`src/rtl/psram_seq_pkg.sv`:
```
package psram_seq_pkg;

    typedef enum logic [1:0] {
        OP_READ    = 2'b00,
        OP_WRITE   = 2'b01,
        OP_MIX_ADD = 2'b10,
        OP_MIX_XOR = 2'b11
    } op_e;

    typedef enum logic [3:0] {
        ST_IDLE,
        ST_RD_SENSE,
        ST_WR_STROBE,
        ST_WR_HOLD,
        ST_MX_SENSE,
        ST_MX_TURN,
        ST_MX_STROBE,
        ST_MX_HOLD,
        ST_PRECHG
    } st_e;

    function automatic logic is_mix(op_e op);
        return op[1];
    endfunction

    // new byte formed from the sensed byte and the request operand
    function automatic logic [7:0] mix_byte(op_e op, logic [7:0] old_b, logic [7:0] opnd);
        if (op == OP_MIX_XOR) return old_b ^ opnd;
        return old_b + opnd;
    endfunction

endpackage

```
`src/rtl/psram_span_cnt.sv`:
```
module psram_span_cnt #(
    parameter int W = 8
) (
    input  logic         clk,
    input  logic         rst_n,
    input  logic         clr,
    output logic [W-1:0] q
);
    always_ff @(posedge clk) begin
        if (!rst_n)         q <= '0;
        else if (clr)       q <= '0;
        else if (q != '1)   q <= q + 1'b1;
    end
endmodule

```
`src/rtl/psram_dpath.sv`:
```
module psram_dpath
    import psram_seq_pkg::*;
#(
    parameter int AW = 17
) (
    input  logic          clk,
    input  logic          rst_n,
    input  logic          load,
    input  logic          sense_end,
    input  logic          bypass,
    input  logic [AW-1:0] req_addr,
    input  op_e           req_op,
    input  logic [7:0]    req_wdata,
    input  logic [7:0]    ram_dq_i,
    output logic [AW-1:0] ram_addr,
    output logic [7:0]    ram_dq_o,
    output logic [7:0]    rd_data,
    output op_e           op_q
);
    logic [AW-1:0] addr_q;
    logic [7:0]    opnd_q;
    logic [7:0]    wd_q;
    logic [7:0]    rd_q;

    always_ff @(posedge clk) begin
        if (!rst_n) begin
            addr_q <= '0;
            op_q   <= OP_READ;
            opnd_q <= '0;
            wd_q   <= '0;
            rd_q   <= '0;
        end else begin
            if (load) begin
                addr_q <= req_addr;
                op_q   <= req_op;
                opnd_q <= req_wdata;
                wd_q   <= req_wdata;
            end
            if (sense_end) begin
                rd_q <= ram_dq_i;
                if (is_mix(op_q)) wd_q <= mix_byte(op_q, ram_dq_i, opnd_q);
            end
        end
    end

    assign ram_addr = bypass ? req_addr : addr_q;
    assign ram_dq_o = wd_q;
    assign rd_data  = rd_q;

    AST_ADDR_HOLD: assert property (@(posedge clk) disable iff (!rst_n)
        (!bypass && $past(!bypass)) |-> $stable(ram_addr)) else $error("address moved");
endmodule

```
`src/rtl/psram_seq_ctrl.sv`:
```
module psram_seq_ctrl
    import psram_seq_pkg::*;
#(
    parameter int AW    = 17,
    parameter int T_ACC = 10,
    parameter int T_CYC = 16,
    parameter int T_PRE = 5,
    parameter int T_TA  = 3,
    parameter int T_WP  = 8,
    parameter int T_RMW = 24
) (
    input  logic          clk,
    input  logic          rst_n,
    input  logic          req_valid,
    output logic          req_ready,
    input  logic [1:0]    req_op,
    input  logic [AW-1:0] req_addr,
    input  logic [7:0]    req_wdata,
    output logic          rsp_done,
    output logic [7:0]    rsp_rdata,
    output logic [AW-1:0] ram_addr,
    output logic          ram_ce_n,
    output logic          ram_oe_n,
    output logic          ram_we_n,
    output logic [7:0]    ram_dq_o,
    output logic          ram_dq_oe,
    input  logic [7:0]    ram_dq_i
);
    localparam int SPAN_TOP = T_ACC + T_TA + T_WP + T_RMW + T_CYC + T_PRE + 4;
    localparam int CW       = $clog2(SPAN_TOP + 1);
    localparam logic [CW-1:0] K_ACC_END  = CW'(T_ACC - 1);
    localparam logic [CW-1:0] K_WP_END   = CW'(T_WP - 1);
    localparam logic [CW-1:0] K_TA_END   = CW'(T_ACC + T_TA - 1);
    localparam logic [CW-1:0] K_MXW_END  = CW'(T_ACC + T_TA + T_WP - 1);
    localparam logic [CW-1:0] K_PRE_OK   = CW'(T_PRE - 2);
    localparam logic [CW-1:0] K_CYC_OK   = CW'(T_CYC - 2);
    localparam logic [CW-1:0] K_RMW_OK   = CW'(T_RMW - 2);

    st_e           st_q, st_d;
    op_e           op_q;
    logic [CW-1:0] span;
    logic [CW-1:0] gap;
    logic          accept, sense_end, enter_pre, gap_ok;

    assign accept    = req_valid && req_ready;
    assign enter_pre = (st_d == ST_PRECHG) && (st_q != ST_PRECHG);
    assign sense_end = ((st_q == ST_RD_SENSE) || (st_q == ST_MX_SENSE)) && (span == K_ACC_END);
    assign gap_ok    = (gap >= K_PRE_OK) && (span >= (is_mix(op_q) ? K_RMW_OK : K_CYC_OK));

    // cycles since chip enable fell
    psram_span_cnt #(.W(CW)) u_span (.clk(clk), .rst_n(rst_n), .clr(accept), .q(span));
    // cycles since chip enable rose
    psram_span_cnt #(.W(CW)) u_gap (.clk(clk), .rst_n(rst_n), .clr(enter_pre), .q(gap));

    psram_dpath #(.AW(AW)) u_dpath (
        .clk       (clk),
        .rst_n     (rst_n),
        .load      (accept),
        .sense_end (sense_end),
        .bypass    (st_q == ST_IDLE),
        .req_addr  (req_addr),
        .req_op    (op_e'(req_op)),
        .req_wdata (req_wdata),
        .ram_dq_i  (ram_dq_i),
        .ram_addr  (ram_addr),
        .ram_dq_o  (ram_dq_o),
        .rd_data   (rsp_rdata),
        .op_q      (op_q)
    );

    always_comb begin
        st_d = st_q;
        unique case (st_q)
            ST_IDLE: if (accept) begin
                unique case (op_e'(req_op))
                    OP_READ:  st_d = ST_RD_SENSE;
                    OP_WRITE: st_d = ST_WR_STROBE;
                    default:  st_d = ST_MX_SENSE;
                endcase
            end
            ST_RD_SENSE:  if (span == K_ACC_END) st_d = ST_PRECHG;
            ST_WR_STROBE: if (span == K_WP_END)  st_d = ST_WR_HOLD;
            ST_WR_HOLD:   st_d = ST_PRECHG;
            ST_MX_SENSE:  if (span == K_ACC_END) st_d = ST_MX_TURN;
            ST_MX_TURN:   if (span == K_TA_END)  st_d = ST_MX_STROBE;
            ST_MX_STROBE: if (span == K_MXW_END) st_d = ST_MX_HOLD;
            ST_MX_HOLD:   st_d = ST_PRECHG;
            ST_PRECHG:    if (gap_ok) st_d = ST_IDLE;
            default:      st_d = ST_IDLE;
        endcase
    end

    always_ff @(posedge clk) begin
        if (!rst_n) begin
            st_q     <= ST_IDLE;
            rsp_done <= 1'b0;
        end else begin
            st_q     <= st_d;
            rsp_done <= enter_pre;
        end
    end

    always_comb begin
        ram_ce_n  = 1'b0;
        ram_oe_n  = 1'b1;
        ram_we_n  = 1'b1;
        ram_dq_oe = 1'b0;
        req_ready = 1'b0;
        unique case (st_q)
            ST_IDLE:      begin ram_ce_n = 1'b1; req_ready = 1'b1; end
            ST_RD_SENSE,
            ST_MX_SENSE:  ram_oe_n = 1'b0;
            ST_WR_STROBE,
            ST_MX_STROBE: begin ram_we_n = 1'b0; ram_dq_oe = 1'b1; end
            ST_WR_HOLD,
            ST_MX_HOLD:   ram_dq_oe = 1'b1;
            ST_MX_TURN:   ;
            ST_PRECHG:    ram_ce_n = 1'b1;
            default:      ram_ce_n = 1'b1;
        endcase
    end

    AST_BUS_NO_FIGHT: assert property (@(posedge clk) disable iff (!rst_n)
        !(ram_dq_oe && !ram_oe_n)) else $error("bus contention");
    AST_STROBE_EXCL: assert property (@(posedge clk) disable iff (!rst_n)
        !(!ram_oe_n && !ram_we_n)) else $error("both strobes low");
    AST_WE_IN_CE: assert property (@(posedge clk) disable iff (!rst_n)
        !ram_we_n |-> !ram_ce_n) else $error("write outside select");
    AST_FALL_AFTER_TAKE: assert property (@(posedge clk) disable iff (!rst_n)
        $fell(ram_ce_n) |-> $past(req_valid && req_ready)) else $error("fall without accept");
    AST_DONE_ON_RISE: assert property (@(posedge clk) disable iff (!rst_n)
        rsp_done |-> $rose(ram_ce_n)) else $error("done misplaced");
    AST_PRE_NOT_SHORT: assert property (@(posedge clk) disable iff (!rst_n)
        $rose(ram_ce_n) |=> ram_ce_n) else $error("precharge too short");
endmodule

```
`config.mk`:
```
export PLATFORM = sky130hd
export DESIGN_NAME = psram_seq_ctrl
export DESIGN_NICKNAME = d
export VERILOG_FILES = /design/src/rtl/psram_seq_pkg.sv /design/src/rtl/psram_span_cnt.sv /design/src/rtl/psram_dpath.sv /design/src/rtl/psram_seq_ctrl.sv
export SDC_FILE = /design/constraint.sdc
export NUM_CORES = 1
export LEC_CHECK = 0
export CAP_MARGIN = 40
export CORE_UTILIZATION = 40
export DETAILED_ROUTE_END_ITERATION = 16
export PLACE_DENSITY = 0.67
export SLEW_MARGIN = 15
export SYNTH_ARGS = -nofsm -noshare
export SYNTH_HDL_FRONTEND = slang
export SYNTH_SLANG_ARGS = --single-unit
```
`constraint.sdc`:
```
create_clock -name clk -period 2.6 [get_ports clk]
set_input_delay 0.26 -clock clk [delete_from_list [all_inputs] [get_ports clk]]
set_output_delay 0.26 -clock clk [all_outputs]
set_load 0.01 [all_outputs]
```
-- Word level (Yosys, flattened, before mapping)
Index checks and enable logic that the tools add are counted.
W data, S select, Z words.
- register bits after elaboration: 62
- bits of input ports: 38
- output and inout bits: 39
- logic and storage cells: 73
- add/subtract/negate cells: 3
- order comparisons: 2
- equality and inequality tests: 18
- mux-type cells: 25
- bitwise logic cells: 2
- reductions and logical operators: 14
- operator list (kind ; count):
    $mux W8 ; 5
    $pmux W4 S8 ; 1
    $mux W4 ; 7
    $mux W17 ; 1
    $eq A4 B3 Y1 const B ; 4
    $add A7 B1 Y7 const B ; 2
    $eq A7 B4 Y1 const B ; 2
    $ne A7 B7 Y1 const B ; 2
    $reduce_or A2 Y1 ; 5
    $mux W1 ; 9
    $add A8 B8 Y8 ; 1
    $eq A4 B2 Y1 const B ; 2
    $eq A4 B4 Y1 const B ; 2
    $xor A8 B8 Y8 ; 1
    $eq A7 B3 Y1 const B ; 1
    $eq A7 B5 Y1 const B ; 1
    $ge A7 B2 Y1 const B ; 1
    $ge A7 B5 Y1 ; 1
    $reduce_or A7 Y1 ; 1
    $pmux W3 S2 ; 1
    $mux W5 ; 1
    $eq A4 B1 Y1 const B ; 1
    $logic_and A1 B1 Y1 ; 4
    $logic_not A4 Y1 ; 1
    7 further kinds ; 7

-- Longest topological paths before layout
- word-level depth: 8
- depth in mapped cells: 9

-- Cells and area by module
Synthesis repeated with hierarchy kept, for this count alone.
- cell total of the unflattened synthesis: 346
- area, all modules: 3338.2 µm²
- modules (own cells, without submodules) (module ; times used ; cells an instance ; area an instance (µm²)):
    psram_dpath ; 1 ; 224 ; 2227.1
    psram_span_cnt ; 2 ; 32 ; 319.1
    psram_seq_ctrl ; 1 ; 58 ; 473.0

-- Worst setup path before layout
No wires, ideal clock.
- path kind: register to register
- start point: register u_span.q[4]
- end point: register u_dpath.wd_q[3] (netlist: u_dpath.ram_dq_o[3])
- setup time: 116 ps
- data arrival time: 1676 ps
- data required time: 2484 ps
- slack: 808 ps
- cell stages (with the launch flop): 8
- path buffers: 3
- period minus slack after synthesis: 1792 ps
- cell sequence: dfxtp_1 -> buf_6 -> or3_4 -> nor4b_4 -> buf_6 -> nand2_4 -> buf_6 -> o211a_1
- word-level cells in the longest chain between the ends: 3
- RTL lines (what ; RTL line ; source):
    start, declared ; psram_span_cnt.sv:7 ; output logic [W-1:0] q
    start signal, assigned ; psram_span_cnt.sv:12 ; else if (q != '1) q <= q + 1'b1;
    $eq A7 B4 Y1 ; psram_seq_ctrl.sv:47 ; assign sense_end = ((st_q == ST_RD_SENSE) || (st_q == ST_MX_SENSE)) && (span == K_ACC_END);
    $logic_and A1 B1 Y1 ; psram_seq_ctrl.sv:47 ;
    $mux W8 ; psram_dpath.sv:39 ; if (sense_end) begin
    end signal, assigned ; psram_dpath.sv:37 ; wd_q <= req_wdata;
    end signal, assigned ; psram_dpath.sv:41 ; if (is_mix(op_q)) wd_q <= mix_byte(op_q, ram_dq_i, opnd_q);
    end, declared ; psram_dpath.sv:22 ; logic [7:0] wd_q;
Every way passes these cells.
A chain may end at the register's enable or synchronous reset.

-- Final worst setup path
- start point: register st_q[1]
- end point: output ram_addr[3]
- word-level cells in the longest chain between the ends: 2
- RTL lines (what ; RTL line ; source):
    start, declared ; psram_seq_ctrl.sv:39 ; st_e st_q, st_d;
    start signal, assigned ; psram_seq_ctrl.sv:98 ; st_q <= st_d;
    $logic_not A4 Y1 ; psram_seq_ctrl.sv:60 ; .bypass (st_q == ST_IDLE),
    $mux W17 ; psram_dpath.sv:46 ; assign ram_addr = bypass ? req_addr : addr_q;
    end, declared ; psram_seq_ctrl.sv:21 ; output logic [AW-1:0] ram_addr,
Every way passes these cells.

==> results_dict.tcl <==
set metrics [dict create \
    status "finished, final reports clean" \
    ys_seq_area_share_pct 38.4 \
    yosysMostFrequentCell "nand2_1" \
    hold_start "u_dpath.addr_q[13]" \
    holdBufCountCts 0 \
    die_w_um 91.9 \
    ys_types 46 \
    clock_latency_ps 340 \
    drc_errors 0 \
    multi_input_area_mm2 0.00185 \
    nFillCells 734 \
    min_path_type "reg2reg" \
    ys_ff_latch 62 \
    async_flop_share_pct 0 \
    io_pins 77 \
    synthTopCellsByArea "dfxtp_1 38%, nand2_1 8.9%, a21boi_0 6.7%" \
    rrSetupSlack_ps 450 \
    seqCellArea_mm2 0.00124 \
    clkSinkCount 62 \
    slew_violations 0 \
    numCtsBuffers 9 \
    maxCapViolCount 0 \
    grt_pass1_vias 2640 \
    htree_levels 3 \
    hold_ws_ps 463 \
    path_cells "nor4_2 -> buf_4 -> mux2_2 -> clkdlybuf4s50_1" \
    dp_hpwl_um 5100 \
    synth_top_cells_by_count "77 x nand2_1, 62 x dfxtp_1, 29 x a21boi_0, 18 x nor2_1, 17 x mux2_2" \
    rows 32 \
    setup_violations 0 \
    p_clk_share_pct 33.6 \
    ys.flop_type "dfxtp_1" \
    p_leak_uw 0.00173 \
    p_sw_uw 667 \
    place_area_mm2 0.00407 \
    cts_tree "yes" \
    crit_arrival_ps 2150 \
    dieArea_mm2 0.00845 \
    grt_usage_pct 17.9 \
    routabilityCongestion 0.828 \
    setup_ws_ps 189 \
    power_frac_seq_pct 43.4 \
    critical_path_buf_inv_count 2 \
    timing.rr.start "st_q[1]" \
    final_nets 491 \
    initial_utilization_pct 41.6 \
    yosys_warnings 0 \
    rr_worst_depth 6 \
    sw_frac_of_total_pct 27.6 \
    hold_viol_final 0 \
    slew_headroom_pct 61.7 \
    overflow 0 \
    synth_top_cell_by_area "dfxtp_1" \
    syn_nets 415 \
    syn_inst 362 \
    critical-path-top-delay-family "buffers and inverters" \
    preCtsSetupSlack_ps 358 \
    clock_skew_ps 4.16 \
    crit_required_ps 2340 \
    critPathLaunchType "flop" \
    tightestPinTransition_ps 574 \
    ir_drop_uv 276 \
    postRouteAntennaNets 0 \
    intPower_uw 1750 \
    fp.dieH_um 91.9 \
    hold_path_depth 2 \
    setup_tns_ps 0 \
    netlist.area_leader.share_pct 38.4 \
    wl_per_cell_um 13.3 \
    ctsLongestPathBuffers 2 \
    fin_util_pct 54.7 \
    timing.final.crit_share_pct 92.7 \
    cts.clk_slew.worst_paths_ps 70 \
    grt_max_degree 28 \
    via_count 2801 \
    cts_root_buf "clkbuf_8" \
    hold_end "u_dpath.addr_q[13]" \
    vias_per_cell 5.14 \
    crit_path_end_kind "output port" \
    synthToLayoutAreaGrowth_pct 31.3 \
    drive_above_1_share_pct 10.2 \
    ctsResizeCount 0 \
    crit_fanout 20 \
    fin_area_mm2 0.00425 \
    grt_pass1_wl_um 12000 \
    post_cts_buffers 0 \
    rsz0062_at_grt "false" \
    syn_area_mm2 0.00323 \
    finalCriticalPeriod_ps 2410 \
    crit_type "reg2out" \
    num_antenna_cells 0 \
    synth_edf_count 0 \
    avgSynthCellArea_um2 8.93 \
    max_freq_ghz 0.415 \
    power.density_mw_per_mm2 569 \
    cp.depth 4 \
    core_area_mm2 0.00777 \
    antenna_found_initial 0 \
    port_buffers 76 \
    max_stage_delay_ps 480 \
    drtIter0Drc 100 \
    totalWireLength_um 7270 \
    r2r_end "u_dpath.addr_q[9]" \
    first_pass_iters 4 \
    slowest_stage "clkdlybuf4s50_1" \
    p_comb_share_pct 23.0 \
]
[metrics by stage]
stage | std cells | total power [µW]
2_1_floorplan | 362 | 1380
3_5_place_dp | 529 | 1630
4_1_cts | 545 | 2440
6_report | 545 | 2410
5_1_grt | 545 | 2540
3_3_place_gp | 529 | 1620
[worst max path at each step]
stage / from / end / slack, ps
after floorplan: u_span.q[4] / u_dpath.ram_dq_o[3] / 810
after global placement: ram_dq_i[0] / u_dpath.ram_dq_o[6] / 390
after detailed placement: ram_dq_i[0] / u_dpath.ram_dq_o[6] / 360
after CTS: st_q[1] / ram_addr[3] / 160
after global routing: st_q[1] / ram_addr[0] / 70
final: st_q[1] / ram_addr[3] / 190
[registers in the layout (all words and copies together), names as in the netlist]
name	count
u_dpath.addr_q	17
u_dpath.op_q	2
u_dpath.ram_dq_o	8
u_dpath.opnd_q	8
rsp_done	1
u_gap.q	7
st_q	4
u_dpath.rd_data	8
u_span.q	7
[layout by cell type (no fill, tap or decap), types with 5 or more instances in the layout]
master and count:
xnor2_1 8, inv_1 10, a21boi_0 29, nand3_1 9
clkbuf_8 9, dfxtp_1 62, a31oi_1 6, buf_4 7
nor2_1 18, nor3_1 5, xor2_1 7, nand2_1 77
o211a_1 9, nor2b_1 9, mux2i_1 12, nand4_1 6
clkdlybuf4s50_1 76, a21oi_1 7, mux2_2 17, ha_1 14
[kinds of logic (layout without fill, tap and decap cells)]
| kind of cell | count (synthesis) | in the layout | share of synthesized area (%) |
|---|---|---|---|
| and+or+nand+nor | 145 | 145 | 21.2 |
| DFF | 62 | 62 | 38.4 |
| AOI/OAI and AO/OA | 68 | 68 | 15.9 |
| muxes | 29 | 29 | 9.63 |
| adders and majority gates | 15 | 15 | 6.03 |
| xor gates and xnor gates | 15 | 15 | 4.06 |
| buffers and inverters | 28 | 109 | 4.76 |
[power groups by stage]
stage	Combinational, µW	Sequential, µW	Clock [µW]
after floorplan	324	1060	0
after global placement	553	1070	0
after detailed placement	559	1070	0
after CTS	564	1050	831
after global routing	610	1050	880
final	556	1050	810
[tightest hold or removal path: cells and delay by family (launching register included)]
kind,cells,cell delay [ps]
simple gates,1,40
compound gates,1,60
flops,1,310
[metal layers]
metal	track usage, %	share of wire [%]	vias up
met2	29.4	46	86
met3	5.72	7.6	13
met1	21.4	44	1291
met5	0	0	-
met4	7.42	1.8	0
li1	-	-	1411
[final cells by class]
class | count | share of cell area, %
timing repair buffer | 83 | 19.2
sequential | 62 | 29.2
multi-input combinational | 272 | 43.5
inverter | 10 | 0.884
tap | 102 | 3.01
clock buffer | 11 | 3.09
clock inverter | 5 | 1.18
Power figures use the tool's default switching activity.
